--- src/rtl/rail_release_pkg.sv ---
package rail_release_pkg;
  typedef enum logic {MODE_HOST = 1'b0, MODE_PIN = 1'b1} own_mode_e;

  function automatic logic rails_met(input logic [7:0] pg, input logic [7:0] msk, input int n);
    logic ok;
    ok = 1'b1;
    for (int k = 0; k < n; k++) ok &= (pg[k] | msk[k]);
    return ok;
  endfunction
endpackage

--- src/rtl/rr_mask_reg.sv ---
module rr_mask_reg #(
  parameter int unsigned       NUM_RAILS = 3,
  parameter logic [NUM_RAILS-1:0] MASK_INIT = '0
) (
  input  logic                 clk_i,
  input  logic                 rst_ni,
  input  logic                 we_i,
  input  logic [NUM_RAILS-1:0] d_i,
  output logic [NUM_RAILS-1:0] q_o
);
  always_ff @(posedge clk_i or negedge rst_ni) begin
    if (!rst_ni)   q_o <= MASK_INIT;
    else if (we_i) q_o <= d_i;
  end
endmodule

--- src/rtl/rr_gate.sv ---
module rr_gate
  import rail_release_pkg::*;
#(
  parameter int unsigned NUM_RAILS = 3
) (
  input  logic [NUM_RAILS-1:0] pgood_i,
  input  logic [NUM_RAILS-1:0] mask_i,
  input  logic                 force_i,
  input  logic                 en_pin_i,
  input  logic                 seq_done_i,
  input  logic                 uv_fault_i,
  input  logic                 tsd_fault_i,
  output logic                 arm_o
);
  own_mode_e mode;
  logic      rails_ok, mode_ok, fault;

  always_comb begin
    logic [7:0] pg8, mk8;
    pg8 = '0;
    mk8 = '0;
    pg8[NUM_RAILS-1:0] = pgood_i;
    mk8[NUM_RAILS-1:0] = mask_i;
    rails_ok = rails_met(pg8, mk8, NUM_RAILS);
  end

  assign mode    = en_pin_i ? MODE_PIN : MODE_HOST;
  // pin mode waits for the sequencer, host mode for the force level
  assign mode_ok = (mode == MODE_PIN) ? seq_done_i : force_i;
  assign fault   = uv_fault_i | tsd_fault_i;
  assign arm_o   = rails_ok & mode_ok & ~fault;
endmodule

--- src/rtl/rr_release_timer.sv ---
module rr_release_timer #(
  parameter int unsigned DELAY_CYC = 1000,
  localparam int unsigned CW = (DELAY_CYC < 2) ? 1 : $clog2(DELAY_CYC)
) (
  input  logic clk_i,
  input  logic rst_ni,
  input  logic arm_i,
  output logic rel_o
);
  localparam logic [CW-1:0] LAST = CW'(DELAY_CYC - 1);
  logic [CW-1:0] cnt_q;
  logic          rel_q;

  always_ff @(posedge clk_i or negedge rst_ni) begin
    if (!rst_ni) begin
      cnt_q <= '0;
      rel_q <= 1'b0;
    end else if (!arm_i) begin
      cnt_q <= '0;
      rel_q <= 1'b0;
    end else if (cnt_q == LAST) begin
      rel_q <= 1'b1;
    end else begin
      cnt_q <= cnt_q + 1'b1;
    end
  end

  // combinational gate gives same-cycle drop on loss of condition
  assign rel_o = rel_q & arm_i;
endmodule

--- src/rtl/rail_release_ctl.sv ---
module rail_release_ctl #(
  parameter int unsigned          NUM_RAILS = 3,
  parameter int unsigned          DELAY_CYC = 1000,
  parameter logic [NUM_RAILS-1:0] MASK_INIT = '0
) (
  input  logic                 clk_i,
  input  logic                 rst_ni,
  input  logic [NUM_RAILS-1:0] pgood_i,
  input  logic                 mask_we_i,
  input  logic [NUM_RAILS-1:0] mask_d_i,
  input  logic                 force_i,
  input  logic                 en_pin_i,
  input  logic                 seq_done_i,
  input  logic                 uv_fault_i,
  input  logic                 tsd_fault_i,
  output logic                 xs_n_o,
  output logic [NUM_RAILS:0]   status_o
);
  logic [NUM_RAILS-1:0] mask_q;
  logic                 arm;

  rr_mask_reg #(.NUM_RAILS(NUM_RAILS), .MASK_INIT(MASK_INIT)) u_mask (
    .clk_i (clk_i), .rst_ni(rst_ni), .we_i(mask_we_i), .d_i(mask_d_i), .q_o(mask_q)
  );

  rr_gate #(.NUM_RAILS(NUM_RAILS)) u_gate (
    .pgood_i(pgood_i), .mask_i(mask_q), .force_i(force_i), .en_pin_i(en_pin_i),
    .seq_done_i(seq_done_i), .uv_fault_i(uv_fault_i), .tsd_fault_i(tsd_fault_i),
    .arm_o(arm)
  );

  rr_release_timer #(.DELAY_CYC(DELAY_CYC)) u_timer (
    .clk_i(clk_i), .rst_ni(rst_ni), .arm_i(arm), .rel_o(xs_n_o)
  );

  // first rail at the top status bit, descending
  for (genvar k = 0; k < NUM_RAILS; k++) begin : g_stat
    assign status_o[NUM_RAILS-k] = pgood_i[k];
  end
  assign status_o[0] = force_i;
endmodule

--- config.mk ---
export PLATFORM = sky130hd
export DESIGN_NAME = rail_release_ctl
export DESIGN_NICKNAME = d
export VERILOG_FILES = /design/src/rtl/rail_release_pkg.sv /design/src/rtl/rr_mask_reg.sv /design/src/rtl/rr_gate.sv /design/src/rtl/rr_release_timer.sv /design/src/rtl/rail_release_ctl.sv
export SDC_FILE = /design/constraint.sdc
export NUM_CORES = 1
export LEC_CHECK = 0
export ABC_CLOCK_PERIOD_IN_PS = 1700
export BUFFER_PORTS_ARGS = -buffer_cell sky130_fd_sc_hd__buf_2
export CORE_MARGIN = 2
export CORE_UTILIZATION = 35
export CTS_BUF_LIST = sky130_fd_sc_hd__clkbuf_4
export DETAILED_ROUTE_END_ITERATION = 10
export SKIP_LAST_GASP = 1
export SYNTH_ARGS = -nofsm -noshare
export SYNTH_HDL_FRONTEND = slang
export SYNTH_SLANG_ARGS = --single-unit
--- constraint.sdc ---
create_clock -name clk_i -period 1.7 [get_ports clk_i]
set_input_delay 0.255 -clock clk_i [delete_from_list [all_inputs] [get_ports clk_i]]
set_output_delay 0.255 -clock clk_i [all_outputs]
set_load 0.01 [all_outputs]
Yosys cells after proc, flatten, opt, wreduce, memory -nomap -nowiden --
Cells that the tools add are included. Widths: inputs -> output; s select.
Storage, ports and cells: input port bits 14, register bits after elaboration 14, output and inout bits 5
Operators by class: add/sub/neg operators 1, mux-type cells 6, bitwise logic cells 10, eq/ne operators 3
Operators by type and width (count):
- $mux 10 | 2
- $add 10x1->10 const B | 1
- $eq 10x10->1 const B | 1
- $and 1x1->1 | 5
- $mux 1 | 4
- $ne 2x2->1 const B | 2
- $or 1x1->1 | 4
- $not 1->1 | 1

Logic depth before layout (Yosys ltp) --
Gate-level depths: netlist of run 1.
word-level depth 6, gate-level depth with buffers 4, depth with buffers taken out 4

Hierarchy --
Synthesis of run 1 repeated with hierarchy kept, for this count alone.
Unflattened totals: cell total of the unflattened synthesis 71, area total of the unflattened synthesis 750.7 sq um
By module, submodules not included:
- rr_release_timer | cells an instance 56, area an instance 573.0 sq um, times used 1
- rr_mask_reg | cells an instance 6, area an instance 108.9 sq um, times used 1
- rr_gate | cells an instance 5, area an instance 38.8 sq um, times used 1
- rail_release_ctl | cells an instance 4, area an instance 30.0 sq um, times used 1

Worst setup path before layout of run 1 --
Ideal clock, no wire load.
path kind register -> register, from reg u_timer.cnt_q[0], to reg u_timer.cnt_q[8], clock period less this slack 1.292 ns, data arrival time 1.215 ns, setup slack 0.408 ns, buffers on the path 0, library setup time 0.077 ns, stages on the path, launching flop included 5, required time 1.623 ns, path through dfrtp_1 -> ha_1 -> nand4_1 -> or3_1 -> a21oi_1
Between the ends: longest elaborated chain between the ends 3, elaborated cells on any way between the ends 5, those cells by class 1 x add/sub; 2 x eq/ne; 2 x mux
RTL lines:
- start, declared | RTL line rr_release_timer.sv:11 | logic [CW-1:0] cnt_q;
- start signal, assigned | RTL line rr_release_timer.sv:24 | cnt_q <= cnt_q + 1'b1;
- $add 10x1->10 | RTL line rr_release_timer.sv:24
- $mux 10 | RTL line rr_release_timer.sv:21 | end else if (cnt_q == LAST) begin
- $mux 10 | RTL line rr_release_timer.sv:18 | end else if (!arm_i) begin
Several ways; a longest one is shown, not always the timed one. The select of a mux whose other input is x is not followed. A chain may end at the register's enable or synchronous reset.

Worst setup path after layout of run 1 --
from reg u_mask.q_o[0], to out xs_n_o
Between the ends: longest elaborated chain between the ends 6
RTL lines:
- start, declared | RTL line rr_mask_reg.sv:9 | output logic [NUM_RAILS-1:0] q_o
- start signal, assigned | RTL line rr_mask_reg.sv:13 | else if (we_i) q_o <= d_i;
- $or 1x1->1 | RTL line rail_release_pkg.sv:7 | for (int k = 0; k < n; k++) ok &= (pg[k] | msk[k]);
- $and 1x1->1 (2 in a row) | RTL line rail_release_pkg.sv:7
- $and 1x1->1 (2 in a row) | RTL line rr_gate.sv:31 | assign arm_o = rails_ok & mode_ok & ~fault;
- $and 1x1->1 | RTL line rr_release_timer.sv:29 | assign rel_o = rel_q & arm_i;
- end, declared | RTL line rail_release_ctl.sv:16 | output logic xs_n_o,
Every way passes these cells.

==> impl_metrics.env, run 1 <==
export IMPL_run_status="finished, final reports clean"
export IMPL_finalWirelength_microns=1430
export IMPL_crit_fanout=2
export IMPL_ios=19
export IMPL_finalSetupTns_ns=0
export IMPL_multi_input_area_sq_um=352
export IMPL_synth_seq_cells=14
export IMPL_switchingPower_mw=0.133
export IMPL_max_freq_ghz=0.682
export IMPL_synth_edf_count=0
export IMPL_rsz0062_at_grt="no"
export IMPL_hpwl_microns=998
export IMPL_antenna_found_initial=0
export IMPL_comb_power_share_pct=8.9
export IMPL_worstSetupPathType="reg2out"
export IMPL_synthMuxAreaShare_pct=6.02
export IMPL_ys_types=32
export IMPL_antenna_cells=0
export IMPL_synth_most_common_cell="dfrtp_1"
export IMPL_overflow=0
export IMPL_drtAntennaViolNets=0
export IMPL_finClkSkew_ns=0.00128
export IMPL_route_detailed_drc=0
export IMPL_stdcell_area_sq_um=881
export IMPL_grt_use_total_pct=11.5
export IMPL_total_power_mw=0.587
export IMPL_grt_pass1_vias=510
export IMPL_synthFlopType="dfrtp_1"
export IMPL_dieArea_sq_um=2520
export IMPL_report_final_hold_viol_count=0
export IMPL_synthXorXnorAreaFrac_pct=2.34
export IMPL_yosys_area_share_simple_pct=22.2
export IMPL_max_slew_margin_rel_pct=77.6
export IMPL_grt_pass1_wl_microns=2170
export IMPL_use_met1_pct=14.6
export IMPL_drv_cap=0
export IMPL_syn_inst=71
export IMPL_slew_violations=0
export IMPL_rows=16
export IMPL_min_period_ns=1.47
export IMPL_syn_nets=86
export IMPL_intPower_mw=0.454
export IMPL_vias=598
export IMPL_whs_ns=0.211
export IMPL_synth_top_family_by_area="simple AND/OR/NAND/NOR gates"
export IMPL_grt_use_met3_pct=2.98
export IMPL_core_region_area_sq_um=1980
export IMPL_power_density_nw_per_um2=667
export IMPL_clk_transition_reported_paths_ns=0.08
export IMPL_synth_top_area_share_pct=46.8
export IMPL_cts_tree="done"
export IMPL_peakVddDrop_mv=0.366
export IMPL_drt_iter0_markers=5
export IMPL_vias_per_cell=5.11
export IMPL_yosys_area_share_adder_pct=1.67
export IMPL_finalNetCount=106
export IMPL_fin_crit_sh_pct=86.2
export IMPL_cp_arrival_ns=1.21
export IMPL_initial_utilization_pct=37.8
export IMPL_cts_root_buffer="clkbuf_4"
export IMPL_grt_use_met2_pct=18.2
export IMPL_fin_util_pct=44.4
export IMPL_clkPwrFrac_pct=32.4
export IMPL_final_fill_count=194
export IMPL_area_growth_pct=17.7
export IMPL_hold_path_class="in2reg"
export IMPL_die_w_microns=50.2
export IMPL_ys_top_cells_by_area="dfrtp_1, mux2_2, a21oi_1"
export IMPL_leakagePower_nw=0.352
export IMPL_syn_area_sq_um=748
export IMPL_ys_seq_area_share_pct=46.8
export IMPL_async_flop_share_pct=100
export IMPL_setup_viol=0
export IMPL_synth_common_cells="dfrtp_1, a21oi_1, buf_4, mux2_2, nor2_1"
export IMPL_seq_power_share_pct=58.7
export IMPL_worst_endpoint_required_ns=1.44
export IMPL_cts_buffer_depth=2
export IMPL_placed_area_sq_um=845
export IMPL_tightest_slew_ns=0.335
export IMPL_place_congestion=0.817
export IMPL_synth_compound_area_share_pct=14.7
export IMPL_netlist_top_cell_by_area="dfrtp_1"
export IMPL_dr_pass1_iters=2
export IMPL_worstSetupStartpointType="flop"
export IMPL_cts_buffers=3
export IMPL_die_height_microns=50.2
export IMPL_wire_per_inst_microns=12.2
export IMPL_drive_gt1_share_pct=36.7
export IMPL_htree_num_levels=1
export IMPL_crit_path_end_kind="primary output"
export IMPL_clock_sinks=14
export IMPL_grt_max_degree=15
export IMPL_p_sw_share_pct=22.7
export IMPL_port_buffers=18
export IMPL_clock_latency_ns=0.27
export IMPL_final_seq_area_sq_um=350
export IMPL_top_usage_layer="met2"
export IMPL_yosysWarnings=0
export IMPL_syn_area_per_cell_sq_um=10.5
power by group through the flow:
stage,combinational [mW],clock [mW],sequential [mW]
floorplan,0.0275,0,0.351
global placement,0.0505,0,0.351
detailed placement,0.0515,0,0.352
CTS,0.0535,0.199,0.345
global route,0.0578,0.215,0.347
finish,0.0520,0.190,0.345
cell families after synthesis:
family,Yosys count
and+or+nand+nor,25
AOI/OAI and AO/OA,17
DFF,14
buffers and inverters,8
muxes,4
xor gates and xnor gates,2
adders and majority gates,1
registers in the layout, summed over array words and instances (netlist names):
signal and count:
u_mask.q_o 3, u_timer.cnt_q 10, u_timer.rel_q 1
routing by layer:
metal	up-vias	share of wire (%)
met3	2	6.6
met1	275	51
met5	-	0
met4	0	0.84
met2	18	41
li1	303	-
final timing paths:
path | slack, ns | end | start | cells past startpoint
setup / recovery | 0.23 | xs_n_o | u_mask.q_o[0] | 4
hold / removal | 0.21 | u_mask.q_o[0] | mask_d_i[0] | 2
setup reg to reg | 0.26 | u_timer.cnt_q[8] | u_timer.cnt_q[0] | 4
hold reg to reg | 0.51 | u_mask.q_o[1] | u_mask.q_o[1] | 1
max in group asynchronous | 1.05 | u_mask.q_o[1] | rst_ni | 2
min in group asynchronous | 0.41 | u_timer.cnt_q[0] | rst_ni | 2
critical path: stages, from the launching register on:
cell       delay, ns
dfrtp_1         0.38
o22a_1          0.21
o2111ai_1       0.14
nor2_1          0.06
buf_2           0.14
layout by cell type, fill, tap and decap left out, drive strengths merged, types with 2 or more instances in the layout:
cell type,instances
nor2,4
dfrtp,14
mux2,4
inv,3
xor2,2
nand3,4
or3,3
o21ai,3
a21oi,7
o31ai,3
buf,19
clkbuf,3
nand4,3
or4,2
nand2,2
through the flow:
step / instances / setup slack [ns]
after floorplan: 71 / 0.408
after global placement: 112 / 0.356
after detailed placement: 112 / 0.307
after CTS: 117 / 0.207
after global routing: 117 / 0.127
final: 117 / 0.235
what timing repair did:
item | CTS | global route
endpoints found under the hold margin | 14 | 0
buffers inserted | 0 | 0
hold buffers | 1 | 0
endpoints found under the setup margin | 0 | 0
resized for setup | 0 | 0
final cells by class:
cell class | count | area share, %
inverters | 3 | 1.28
clock buffers | 3 | 2.56
well taps | 27 | 3.84
repair buffers | 20 | 12.2
multi-input cells | 49 | 39.9
clock inverters | 1 | 0.426
flip-flops and latches | 14 | 39.8
(Power assumes the default switching activity.)
==> inputs of run 2 (changes only) <==
--- a/config.mk
+++ b/config.mk
@@ -11,6 +11,7 @@
 export CORE_UTILIZATION = 35
 export CTS_BUF_LIST = sky130_fd_sc_hd__clkbuf_4
 export DETAILED_ROUTE_END_ITERATION = 10
+export REMOVE_ABC_BUFFERS = 1
 export SKIP_LAST_GASP = 1
 export SYNTH_ARGS = -nofsm -noshare
 export SYNTH_HDL_FRONTEND = slang
==> impl_metrics.env, run 2 (synthesized netlist as in run 1, its figures left out) <==
export IMPL_hold_path_depth=2
export IMPL_core_region_area_sq_um=1980
export IMPL_cp_arrival_ns=1.21
export IMPL_antenna_found_initial=0
export IMPL_rows=16
export IMPL_slew_violations=0
export IMPL_min_delay_start="mask_d_i[1]"
export IMPL_power_density_nw_per_um2=664
export IMPL_total_power_mw=0.585
export IMPL_worst_endpoint_required_ns=1.44
export IMPL_drt_iter0_markers=11
export IMPL_intPower_mw=0.454
export IMPL_overflow=0
export IMPL_worstSetupPathType="reg2out"
export IMPL_cp_depth=4
export IMPL_antenna_cells=0
export IMPL_hold_end="u_mask.q_o[1]"
export IMPL_cts_tree="done"
export IMPL_leakagePower_nw=0.352
export IMPL_htree_num_levels=1
export IMPL_top_regs="u_timer.cnt_q x10, u_mask.q_o x3, u_timer.rel_q x1"
export IMPL_rsz0062_at_grt="no"
export IMPL_cpMaxStageDelayCell="dfrtp_1"
export IMPL_critical_path_max_stage_delay_ns=0.38
export IMPL_vias=607
export IMPL_grt_use_total_pct=12.6
export IMPL_clock_latency_ns=0.28
export IMPL_cts_buffer_depth=2
export IMPL_finClkSkew_ns=0.00994
export IMPL_hold_path_class="in2reg"
export IMPL_r2r_end="u_timer.cnt_q[8]"
export IMPL_critPathBufInv=1
export IMPL_finalNetCount=106
export IMPL_grt_max_degree=15
export IMPL_hpwl_microns=1050
export IMPL_grt_pass1_vias=526
export IMPL_largest_reg_flops=10
export IMPL_final_cell_mix="buf_2, dfrtp_1, a21oi_1"
export IMPL_min_period_ns=1.47
export IMPL_initial_utilization_pct=37.8
export IMPL_clk_transition_reported_paths_ns=0.08
export IMPL_timing_rr_start="u_timer.cnt_q[0]"
export IMPL_dieArea_sq_um=2520
export IMPL_die_w_microns=50.2
export IMPL_drive_gt1_share_pct=36.7
export IMPL_finalWirelength_microns=1410
export IMPL_path_delay_family="flip-flops"
export IMPL_r2r_slack_ns=0.25
export IMPL_ios=19
export IMPL_reg2reg_depth=4
export IMPL_peakVddDrop_mv=0.276
export IMPL_cp_cell_sequence="o22a_1 -> o2111ai_1 -> nor2_1 -> buf_2"
export IMPL_finalSetupTns_ns=0
export IMPL_die_height_microns=50.2
export IMPL_p_sw_share_pct=22.4
export IMPL_place_congestion=0.726
export IMPL_vias_per_cell=5.19
export IMPL_switchingPower_mw=0.131
export IMPL_area_growth_pct=17.7
export IMPL_dr_pass1_iters=4
export IMPL_seq_power_share_pct=59.0
export IMPL_fin_crit_sh_pct=86.4
export IMPL_clkPwrFrac_pct=32.2
export IMPL_layout_commonest_cell="buf_2"
export IMPL_regMostFlops="u_timer.cnt_q"
export IMPL_port_buffers=18
export IMPL_run_status="finished, final reports clean"
export IMPL_max_freq_ghz=0.681
export IMPL_report_final_hold_viol_count=0
export IMPL_max_slew_margin_rel_pct=79.0
export IMPL_drv_cap=0
export IMPL_tightest_slew_ns=0.315
export IMPL_drtAntennaViolNets=0
export IMPL_crit_fanout=2
export IMPL_crit_path_end_kind="primary output"
export IMPL_clock_sinks=14
export IMPL_grt_pass1_wl_microns=2430
export IMPL_cts_buffers=3
export IMPL_cts_root_buffer="clkbuf_4"
export IMPL_wire_per_inst_microns=12.0
export IMPL_comb_power_share_pct=8.8
export IMPL_setup_viol=0
export IMPL_worstSetupStartpointType="flop"
export IMPL_route_detailed_drc=0
[run 2: how the worst max path moves through the flow]
stage / to / slack, ns / startpoint
after detailed placement: u_timer.cnt_q[8] / 0.28 / u_timer.cnt_q[0]
after global routing: xs_n_o / 0.11 / u_mask.q_o[0]
final: xs_n_o / 0.23 / u_mask.q_o[0]
after global placement: u_timer.cnt_q[8] / 0.34 / u_timer.cnt_q[0]
after floorplan: xs_n_o / 0.33 / u_mask.q_o[1]
after CTS: xs_n_o / 0.20 / u_mask.q_o[0]
[run 2: worst reg2reg max path: cells and delay by family, from the launching register on]
| family | cells | cell delay [ns] |
|---|---|---|
| AOI/OAI and AO/OA | 1 | 0.14 |
| adders and majority gates | 1 | 0.27 |
| DFF | 1 | 0.42 |
| and+or+nand+nor | 2 | 0.55 |
[run 2: area by class of cell]
type,instances,area (sq um)
fill,196,1100
clock inverter,1,3.75
multi-input combinational,49,352
tap,27,33.8
inverter,3,11.3
clock buffer,3,22.5
timing repair buffer,20,108
sequential,14,350
[run 2: metal layers]
layer	global-route usage [%]	vias up	routed length, microns
li1	-	307	-
met1	18.6	278	717
met2	18.0	22	581
met3	2.98	0	110
met4	4.17	0	0
met5	0	-	0
[run 2: per-stage QoR]
stage	utilization, %	hold WS [ns]	setup slack [ns]	std cells	area, sq um
6_report	44.4	0.216	0.232	117	881
2_1_floorplan	-	-0.0406	0.328	66	713
3_5_place_dp	42.6	0.168	0.283	112	845
3_3_place_gp	42.6	0.169	0.341	112	845
5_1_grt	44.4	0.206	0.113	117	881
4_1_cts	44.4	0.207	0.202	117	881
[run 2: power groups by stage]
stage	clock (mW)	combinational, mW	sequential, mW
6_report	0.189	0.0513	0.345
5_1_grt	0.210	0.0580	0.347
4_1_cts	0.197	0.0531	0.345
3_5_place_dp	0	0.0511	0.352
3_3_place_gp	0	0.0508	0.351
2_1_floorplan	0	0.0172	0.351
[run 2: timing repair]
action,4_1_cts,5_1_grt
gates resized for setup,0,0
hold buffers,1,0
hold endpoints to repair,14,0
buffers inserted,0,0
==> inputs of run 3 (changes only) <==
--- a/config.mk
+++ b/config.mk
@@ -7,7 +7,6 @@
 export LEC_CHECK = 0
 export ABC_CLOCK_PERIOD_IN_PS = 1700
 export BUFFER_PORTS_ARGS = -buffer_cell sky130_fd_sc_hd__buf_2
-export CORE_MARGIN = 2
 export CORE_UTILIZATION = 35
 export CTS_BUF_LIST = sky130_fd_sc_hd__clkbuf_4
 export DETAILED_ROUTE_END_ITERATION = 10
==> impl_metrics.env, run 3 (synthesized netlist as in run 1, its figures left out) <==
export IMPL_drv_cap=0
export IMPL_port_buffers=18
export IMPL_htree_num_levels=1
export IMPL_grt_max_degree=15
export IMPL_dp_slack_ns=0.263
export IMPL_rsz0062_at_grt="no"
export IMPL_seq_power_share_pct=59.8
export IMPL_tightest_slew_ns=0.319
export IMPL_fin_ws_ns=0.244
export IMPL_place_congestion=0.748
export IMPL_final_fill_count=198
export IMPL_die_w_microns=48.2
export IMPL_finClkSkew_ns=0.00351
export IMPL_clock_sinks=14
export IMPL_hpwl_microns=1000
export IMPL_cts_buffers=3
export IMPL_placed_area_sq_um=845
export IMPL_clock_latency_ns=0.27
export IMPL_intPower_mw=0.451
export IMPL_dr_pass1_iters=6
export IMPL_grt_pass1_wl_microns=2120
export IMPL_comb_power_share_pct=8.9
export IMPL_max_slew_margin_rel_pct=78.7
export IMPL_cp_arrival_ns=1.20
export IMPL_regMostFlops="u_timer.cnt_q"
export IMPL_hold_path_class="in2reg"
export IMPL_clk_transition_reported_paths_ns=0.07
export IMPL_setup_viol=0
export IMPL_stdcell_area_sq_um=877
export IMPL_cts_buffer_depth=2
export IMPL_finalWirelength_microns=1340
export IMPL_cts_root_buffer="clkbuf_4"
export IMPL_core_region_area_sq_um=1980
export IMPL_p_sw_share_pct=21.8
export IMPL_fin_cells=116
export IMPL_grt_use_total_pct=13.8
export IMPL_leakagePower_nw=0.351
export IMPL_initial_utilization_pct=37.8
export IMPL_worst_endpoint_required_ns=1.44
export IMPL_drtAntennaViolNets=0
export IMPL_final_cell_mix="buf_2, dfrtp_1, a21oi_1"
export IMPL_grt_pass1_vias=511
export IMPL_cts_tree="done"
export IMPL_power_density_nw_per_um2=658
export IMPL_ios=19
export IMPL_drive_gt1_share_pct=37.1
export IMPL_dieArea_sq_um=2330
export IMPL_slew_violations=0
export IMPL_rows=16
export IMPL_antenna_found_initial=0
export IMPL_top_regs="u_timer.cnt_q x10, u_mask.q_o x3, u_timer.rel_q x1"
export IMPL_cts_setup_buffers=0
export IMPL_vias=608
export IMPL_final_seq_area_sq_um=350
export IMPL_crit_path_end_kind="primary output"
export IMPL_switchingPower_mw=0.126
export IMPL_worstSetupPathType="reg2out"
export IMPL_fin_util_pct=44.3
export IMPL_max_freq_ghz=0.687
export IMPL_place_inst=112
export IMPL_area_growth_pct=17.2
export IMPL_finalSetupTns_ns=0
export IMPL_crit_fanout=2
export IMPL_run_status="finished, final reports clean"
export IMPL_peakVddDrop_mv=0.298
export IMPL_multi_input_area_sq_um=352
export IMPL_drt_iter0_markers=12
export IMPL_min_period_ns=1.46
export IMPL_wire_per_inst_microns=11.5
export IMPL_overflow=0
export IMPL_largest_reg_flops=10
export IMPL_worstSetupStartpointType="flop"
export IMPL_clkPwrFrac_pct=31.3
export IMPL_report_final_hold_viol_count=0
export IMPL_antenna_cells=0
export IMPL_fin_crit_sh_pct=85.7
export IMPL_die_height_microns=48.2
export IMPL_layout_commonest_cell="buf_2"
export IMPL_route_detailed_drc=0
export IMPL_vias_per_cell=5.24
export IMPL_finalNetCount=106
run 3: cell count changes in the layout (fill, tap and decap cells not counted), sizes merged:
cell    delta
clkinv     -1
run 3: per-stage QoR:
stage	total power [mW]	hold WS [ns]
finish	0.577	0.212
global route	0.617	0.200
CTS	0.596	0.197
detailed placement	0.403	0.173
global placement	0.402	0.171
floorplan	0.368	-0.0406
run 3: final timing paths:
path	from	endpoint	slack, ns	cells past startpoint
setup / recovery	u_mask.q_o[0]	xs_n_o	0.24	4
hold / removal	mask_d_i[0]	u_mask.q_o[0]	0.21	2
setup reg to reg	u_timer.cnt_q[0]	u_timer.cnt_q[2]	0.26	4
hold reg to reg	u_mask.q_o[1]	u_mask.q_o[1]	0.51	1
max in group asynchronous	rst_ni	u_timer.cnt_q[7]	1.04	2
min in group asynchronous	rst_ni	u_timer.rel_q	0.41	2
run 3: routing by layer:
layer	global-route usage [%]	wire [microns]	share of wire, %	up-vias
li1	-	-	-	305
met1	16.1	591	44	277
met2	21.9	628	47	24
met3	4.44	103	7.7	2
met4	8.33	12	0.90	0
met5	0	0	0	-
run 3: critical path: stages (launching register included):
cell and delay, ns:
dfrtp_1 0.38, o22a_1 0.21, o2111ai_1 0.13, nor2_1 0.07, buf_2 0.14
run 3: what timing repair did:
action / 4_1_cts / 5_1_grt
endpoints found under the hold margin: 14 / 0
hold buffers: 1 / 0
gates resized for setup: 0 / 0
endpoints found under the setup margin: 0 / 0
run 3: final cells by class:
| cell class | count | share of cell area, % |
|---|---|---|
| Clock buffer | 3 | 2.57 |
| Inverter | 3 | 1.28 |
| Multi-Input combinational cell | 49 | 40.1 |
| Sequential cell | 14 | 39.9 |
| Tap cell | 27 | 3.85 |
| Timing Repair Buffer | 20 | 12.3 |
run 3: power groups by stage:
| stage | Sequential [mW] | Combinational, mW | Clock (mW) |
|---|---|---|---|
| 6_report | 0.345 | 0.0515 | 0.181 |
| 3_3_place_gp | 0.351 | 0.0507 | 0 |
| 4_1_cts | 0.345 | 0.0532 | 0.198 |
| 3_5_place_dp | 0.352 | 0.0513 | 0 |
| 2_1_floorplan | 0.351 | 0.0172 | 0 |
| 5_1_grt | 0.346 | 0.0593 | 0.211 |
